`config.mk`:
```
export PLATFORM = sky130hd
export DESIGN_NAME = serwin_decode
export DESIGN_NICKNAME = d
export VERILOG_FILES = /design/src/rtl/serwin_pkg.sv /design/src/rtl/serwin_ctrl_reg.sv /design/src/rtl/serwin_addr_match.sv /design/src/rtl/serwin_irq_steer.sv /design/src/rtl/serwin_pin_ctl.sv /design/src/rtl/serwin_decode.sv
export SDC_FILE = /design/constraint.sdc
export NUM_CORES = 1
export LEC_CHECK = 0
export ABC_AREA = 1
export BUFFER_PORTS_ARGS = -buffer_cell sky130_fd_sc_hd__buf_2
export CAP_MARGIN = 20
export CORE_MARGIN = 2
export CORE_UTILIZATION = 35
export DETAILED_ROUTE_END_ITERATION = 8
export PLACE_DENSITY = 0.71
export SYNTH_ARGS = -nofsm -noshare
export SYNTH_HDL_FRONTEND = slang
export SYNTH_SLANG_ARGS = --single-unit
```
`constraint.sdc`:
```
create_clock -name clk -period 1.7 [get_ports clk]
set_clock_uncertainty 0.15 [all_clocks]
set_input_delay 0.17 -clock clk [delete_from_list [all_inputs] [get_ports clk]]
set_output_delay 0.17 -clock clk [all_outputs]
set_load 0.03 [all_outputs]
```
`src/rtl/serwin_pkg.sv`:
```
package serwin_pkg;

   typedef enum logic [1:0] {
      WIN_P1 = 2'd0,
      WIN_P2 = 2'd1,
      WIN_P3 = 2'd2,
      WIN_P4 = 2'd3
   } win_t;

   // Field layout is fixed by software: positions are part of behaviour.
   typedef struct packed {
      logic       cs_export;   // 7
      logic       dual_irq;    // 6
      logic       dec_en;      // 5
      win_t       win;         // 4:3
      logic [1:0] pin_lvl;     // 2:1 read-only
      logic       pin_mux;     // 0
   } ctrl_t;

   localparam int          CTRL_W  = 8;
   localparam logic [7:0]  RO_MASK = 8'b0000_0110;
   localparam int          DEC_LO  = 3;
   localparam int          DEC_HI  = 9;
   localparam int          IDX_W   = DEC_LO;

   // Base of each window: odd codes drop 0x100, codes 2/3 drop 0x010.
   function automatic logic [9:0] win_base(input win_t w);
      logic [9:0] b;
      b = 10'h3F8;
      if (w[0]) b = b - 10'h100;
      if (w[1]) b = b - 10'h010;
      return b;
   endfunction

endpackage

```
`src/rtl/serwin_ctrl_reg.sv`:
```
module serwin_ctrl_reg
   import serwin_pkg::*;
#(
   parameter logic [7:0] RST_VAL     = 8'h01,
   parameter int         SYNC_STAGES = 2
) (
   input  logic              clk,
   input  logic              rst_n,
   input  logic              wr_en,
   input  logic [CTRL_W-1:0] wr_data,
   input  logic [1:0]        stat_in,
   output logic [CTRL_W-1:0] rd_data,
   output ctrl_t             ctrl
);

   localparam logic [CTRL_W-1:0] RW_MASK = ~RO_MASK;

   if (SYNC_STAGES < 2) begin : g_bad_sync
      $error("serwin_ctrl_reg: SYNC_STAGES must be at least 2");
   end

   logic [CTRL_W-1:0] stored_q;
   logic [1:0]        sync_q [SYNC_STAGES];

   always_ff @(posedge clk or negedge rst_n) begin
      if (!rst_n) begin
         stored_q <= RST_VAL & RW_MASK;
      end else if (wr_en) begin
         stored_q <= wr_data & RW_MASK;
      end
   end

   for (genvar s = 0; s < SYNC_STAGES; s++) begin : g_sync
      if (s == 0) begin : g_first
         always_ff @(posedge clk or negedge rst_n) begin
            if (!rst_n) sync_q[s] <= '0;
            else        sync_q[s] <= stat_in;
         end
      end else begin : g_next
         always_ff @(posedge clk or negedge rst_n) begin
            if (!rst_n) sync_q[s] <= '0;
            else        sync_q[s] <= sync_q[s-1];
         end
      end
   end

   always_comb begin
      rd_data      = stored_q;
      rd_data[2:1] = sync_q[SYNC_STAGES-1];
      ctrl         = ctrl_t'(rd_data);
   end

endmodule

```
`src/rtl/serwin_addr_match.sv`:
```
module serwin_addr_match
   import serwin_pkg::*;
#(
   parameter int ADDR_W = 10
) (
   input  logic [ADDR_W-1:0] host_addr,
   input  logic              dma_cycle,
   input  logic              dec_en,
   input  win_t              win,
   output logic              hit,
   output logic [IDX_W-1:0]  idx
);

   localparam int CMP_W = DEC_HI - DEC_LO + 1;

   if (ADDR_W < DEC_HI + 1) begin : g_bad_addr
      $error("serwin_addr_match: ADDR_W must cover bit 9");
   end

   logic [9:0]       base;
   logic [CMP_W-1:0] base_line;
   logic [CMP_W-1:0] addr_line;
   logic             in_win;

   always_comb begin
      base      = win_base(win);
      base_line = base[DEC_HI:DEC_LO];
      addr_line = host_addr[DEC_HI:DEC_LO];
      in_win    = (addr_line == base_line);
      hit       = dec_en && !dma_cycle && in_win;
      idx       = hit ? host_addr[IDX_W-1:0] : '0;
   end

endmodule

```
`src/rtl/serwin_irq_steer.sv`:
```
module serwin_irq_steer
   import serwin_pkg::*;
#(
   parameter bit IRQ_ACT_LOW = 1'b0
) (
   input  logic irq_req,
   input  logic dual_irq,
   input  win_t win,
   output logic int1_out,
   output logic int1_oe,
   output logic int2_out,
   output logic int2_oe
);

   logic to_line2;
   logic act_lvl;
   logic idle_lvl;

   if (IRQ_ACT_LOW) begin : g_low
      assign act_lvl  = ~irq_req;
      assign idle_lvl = 1'b1;
   end else begin : g_high
      assign act_lvl  = irq_req;
      assign idle_lvl = 1'b0;
   end

   always_comb begin
      to_line2 = dual_irq && win[0];
      int2_oe  = to_line2;
      int1_oe  = !to_line2;
      int1_out = int1_oe ? act_lvl : idle_lvl;
      int2_out = int2_oe ? act_lvl : idle_lvl;
   end

endmodule

```
`src/rtl/serwin_pin_ctl.sv`:
```
module serwin_pin_ctl (
   input  logic pin_mux,
   input  logic dec_en,
   input  logic cs_export,
   input  logic hit,
   output logic cs_n_out,
   output logic cs_oe
);

   always_comb begin
      cs_oe    = pin_mux && dec_en && cs_export;
      cs_n_out = !(cs_oe && hit);
   end

endmodule

```
`src/rtl/serwin_decode.sv`:
```
module serwin_decode
   import serwin_pkg::*;
#(
   parameter int         ADDR_W      = 10,
   parameter int         SYNC_STAGES = 2,
   parameter logic [7:0] RST_VAL     = 8'h01,
   parameter bit         IRQ_ACT_LOW = 1'b0
) (
   input  logic              clk,
   input  logic              rst_n,
   input  logic              wr_en,
   input  logic [7:0]        wr_data,
   output logic [7:0]        rd_data,
   input  logic [ADDR_W-1:0] host_addr,
   input  logic              dma_cycle,
   input  logic              stat_a_in,
   input  logic              stat_b_in,
   input  logic              irq_req,
   output logic              access_sel,
   output logic [2:0]        reg_idx,
   output logic              int1_out,
   output logic              int1_oe,
   output logic              int2_out,
   output logic              int2_oe,
   output logic              cs_n_out,
   output logic              cs_oe
);

   ctrl_t ctrl;
   logic  hit;

   serwin_ctrl_reg #(
      .RST_VAL     (RST_VAL),
      .SYNC_STAGES (SYNC_STAGES)
   ) u_reg (
      .clk     (clk),
      .rst_n   (rst_n),
      .wr_en   (wr_en),
      .wr_data (wr_data),
      .stat_in ({stat_b_in, stat_a_in}),
      .rd_data (rd_data),
      .ctrl    (ctrl)
   );

   serwin_addr_match #(
      .ADDR_W (ADDR_W)
   ) u_match (
      .host_addr (host_addr),
      .dma_cycle (dma_cycle),
      .dec_en    (ctrl.dec_en),
      .win       (ctrl.win),
      .hit       (hit),
      .idx       (reg_idx)
   );

   serwin_irq_steer #(
      .IRQ_ACT_LOW (IRQ_ACT_LOW)
   ) u_irq (
      .irq_req  (irq_req),
      .dual_irq (ctrl.dual_irq),
      .win      (ctrl.win),
      .int1_out (int1_out),
      .int1_oe  (int1_oe),
      .int2_out (int2_out),
      .int2_oe  (int2_oe)
   );

   serwin_pin_ctl u_pin (
      .pin_mux   (ctrl.pin_mux),
      .dec_en    (ctrl.dec_en),
      .cs_export (ctrl.cs_export),
      .hit       (hit),
      .cs_n_out  (cs_n_out),
      .cs_oe     (cs_oe)
   );

   assign access_sel = hit;

endmodule

```
==> metrics.md <==
| Metric | Value |
|---|---|
| Status | completed |
| Buffers added on ports | 40 |
| H-tree lvl count | 1 |
| Cell Area, Synth | 511.7 sq um |
| Leak | just under 0.5 nW |
| Power density cells | 735.1 mW/mm^2 |
| CP max stage delay | 0.41 ns |
| Top post-synthesis cells by area | dfrtp_1 44%, inv_1 11%, nand2_1 9.5% |
| Syn nets | 90 |
| Leading area contributor after synthesis | dfrtp_1 |
| Layout cell share with drive strength beyond 1 | 0.4909 |
| Overall Global Routing Usage | 0.1356 |
| Drt pass-1 iters | 4 |
| CP Data Required Time | 1.38 ns |
| Vias in the first global route | approximately 510 |
| Max VDD drop | slightly below 0.6 mV |
| Crit path DAT | between 1 and 1.5 ns |
| Ports | 43 |
| Pint | a little over 0.4 mW |
| Die height | between 40 and 50 um |
| Worst slew margin | 0.8580 |
| Setup ws final | 0.07255 ns |
| Deepest clock path buffer count | 2 |
| EDFF count, synth | 0 |
| Post-Route WL | 1155 um |
| TNS Setup | 0 ns |
| R2R depth | 2 |
| Worst R2R End | u_reg.stored_q[0] |
| HP Class | input pin to register |
| Crit-path cells | nand2_1 -> nand2_2 -> nor2_2 -> nand2_2 -> nor2_1 -> buf_4 |
| Worst Hold Depth | 3 |
| Crit. End Element | primary output |
| Mapped Cells | 65 |
| #FFs+latches synth | 10 |
| Worst path slowest cell | dfrtp_1 |
| Worst-path maximum fanout | 4 |
| Worst R2R Start | u_reg.stored_q[0] |
| Most common cell in the synthesized netlist | inv_1 |
| CTS sink count | 10 |
| Clock transition at path regs | about 0.060 ns |
| Maximum Capacitance Violations | 0 |
| Largest net degree at the start of global routing | 12 |
| Ratio of final minimum period to clock period | 0.9573 |
| Vias | 523 |
| Die ar. | 0.001784 sq mm |
| CTS tree | yes |
| Clock Root Buffer | clkbuf_4 |
| Antenna diodes | 0 |
| Synth top area share | 0.4401 |
| Row count | 13 |
| Startpoint Class | register |
| Kind of critical path | register to primary output |
| First-pass GRT wire length | 1897 um |
| Worst slew pin tran | 0.2129 ns |
| Place WS | 0.3249 ns |
| Total gr overflow | 0 |
| Async SR Flop Fraction | 1.000 |
| F_max | a little over 600 MHz |
| Worst path depth | 6 |
| Comb pwr share | 0.275 |
| Wire length per cell | 9.240 um |
| Core Box Area | 0.001334 sq mm |
| Yosys Warn Count | 0 |
| Routed Antenna Nets | 0 |
| Synth Flop Type | dfrtp_1 |
| Gpl congestion | 0.7220 |
| HPWL after detailed placement | ~910 um |
| Clock power share | 0.272 |
| Worst hold endpoint | u_reg.stored_q[3] |
| Final Critical Period | 1.627 ns |
| Area delta synth->final | 57.21% |
| P_sw | 0.1816 mW |
| Seq/Total Area, Yosys | 0.4914 |
| CTS Buf Count | 3 |
| Post-synthesis cell type count | 14 |
| Final Max Tran Viols | 0 |
| Endpoints failing setup | 0 |
| Final nets | 136 |
| Hold_sp | wr_data[3] |
| Initial core utilization | 0.3837 |
| Avg Cell Area, Syn | 7.873 sq um |
| Initial drt markers | 4 |
| RSZ-0062 raised after global routing | true |
| Worst path bufs/invs | 1 |
| Vias/cell | 4.184 |
| Hold Slack | 0.01032 ns |
| Chip Width | 42.24 um |
| Reg power frac | 0.452 |
| Final Hold Viols | 0 |
| Top post-synthesis cells by count | 15 x inv_1, 13 x nand2_1, 9 x dfrtp_1, 6 x buf_4 |
| Cell mode on critical path | nand2_2 |
| # DRC | 0 |
| FF-to-FF setup slack | 0.76 ns |
| Clk_lat worst skew | 0.25 ns |
| Largest delay contributor family on the critical path | simple AND/OR/NAND/NOR gates |
| Sw Ratio | 0.3070 |
| Initial antenna violation count | 0 |
| Pwr Total | ~0.59 mW |
power by group through the flow:
stage          combinational (mW)  clock (mW)  sequential, mW
2_1_floorplan              0.0991           0           0.279
3_3_place_gp                0.147           0           0.271
3_5_place_dp                0.150           0           0.272
4_1_cts                     0.164       0.168           0.268
5_1_grt                     0.177       0.189           0.270
6_report                    0.163       0.161           0.268
layout by cell type, fill, tap and decap left out, drive strengths merged:
| cell | n |
|---|---|
| buf | 40 |
| inv | 16 |
| nand2 | 16 |
| dfrtp | 9 |
| dlygate4sd3 | 8 |
| nor2 | 7 |
| o21ai | 5 |
| clkbuf | 4 |
| nand3 | 2 |
| nor3 | 1 |
| mux2 | 1 |
| dfstp | 1 |
per-layer routing:
metal | GRT usage | share of wire | vias to the layer above | wire, um
met5 | 0 | 0 | - | 0
li1 | - | - | 272 | -
met4 | 0.05000 | 0.018 | 0 | 21
met2 | 0.2646 | 0.54 | 21 | 629
met3 | 0.02586 | 0.068 | 2 | 79
met1 | 0.1390 | 0.37 | 228 | 425
flip-flops by register name, indices dropped and copies added (netlist names):
| name | cells |
|---|---|
| u_reg.stored_q | 6 |
| u_reg.ctrl | 2 |
| u_reg.sync_q | 2 |
per-stage QoR:
step	utilization	area, sq um	cells
3_3_place_gp	0.5159	688.2	113
2_1_floorplan	-	519.2	65
6_report	0.6032	804.5	125
3_5_place_dp	0.5159	688.2	113
5_1_grt	0.6032	804.5	125
4_1_cts	0.5957	794.5	125
worst reg2reg max path: stages, from the launching register on:
cell and delay [ns]:
dfstp_2 0.52, inv_1 0.05, o21ai_0 0.14
worst max path at each step:
| stage | to | from |
|---|---|---|
| after floorplan | cs_n_out | u_reg.stored_q[0] |
| after global placement | reg_idx[2] | u_reg.stored_q[3] |
| after detailed placement | reg_idx[2] | u_reg.stored_q[3] |
| after CTS | reg_idx[2] | u_reg.stored_q[3] |
| after global routing | reg_idx[1] | u_reg.stored_q[4] |
| final | reg_idx[1] | u_reg.stored_q[3] |
final cells by class:
type,count,area [sq um]
inverters,16,60.06
repair buffers,48,287.8
fillers,125,529.3
clock buffers,4,26.28
flip-flops and latches,10,251.5
well taps,15,18.77
multi-input cells,32,160.2
what timing repair did:
| item | 4_1_cts | 5_1_grt |
|---|---|---|
| hold buffers | 8 | 0 |
| endpoints found under the setup margin | 0 | 4 |
| resized for setup | 0 | 7 |
| buffers inserted | 0 | 0 |
| endpoints found under the hold margin | 17 | 0 |
logic make-up (layout without fill, tap and decap cells):
kind of cell,Yosys count,after routing,synth area share
AOI/OAI and AO/OA,5,5,0.04889
buffers and inverters,23,68,0.2151
DFF,10,10,0.4915
muxes,1,1,0.02200
and+or+nand+nor,26,26,0.2225
Note: power is estimated with default switching activity, not from simulation.
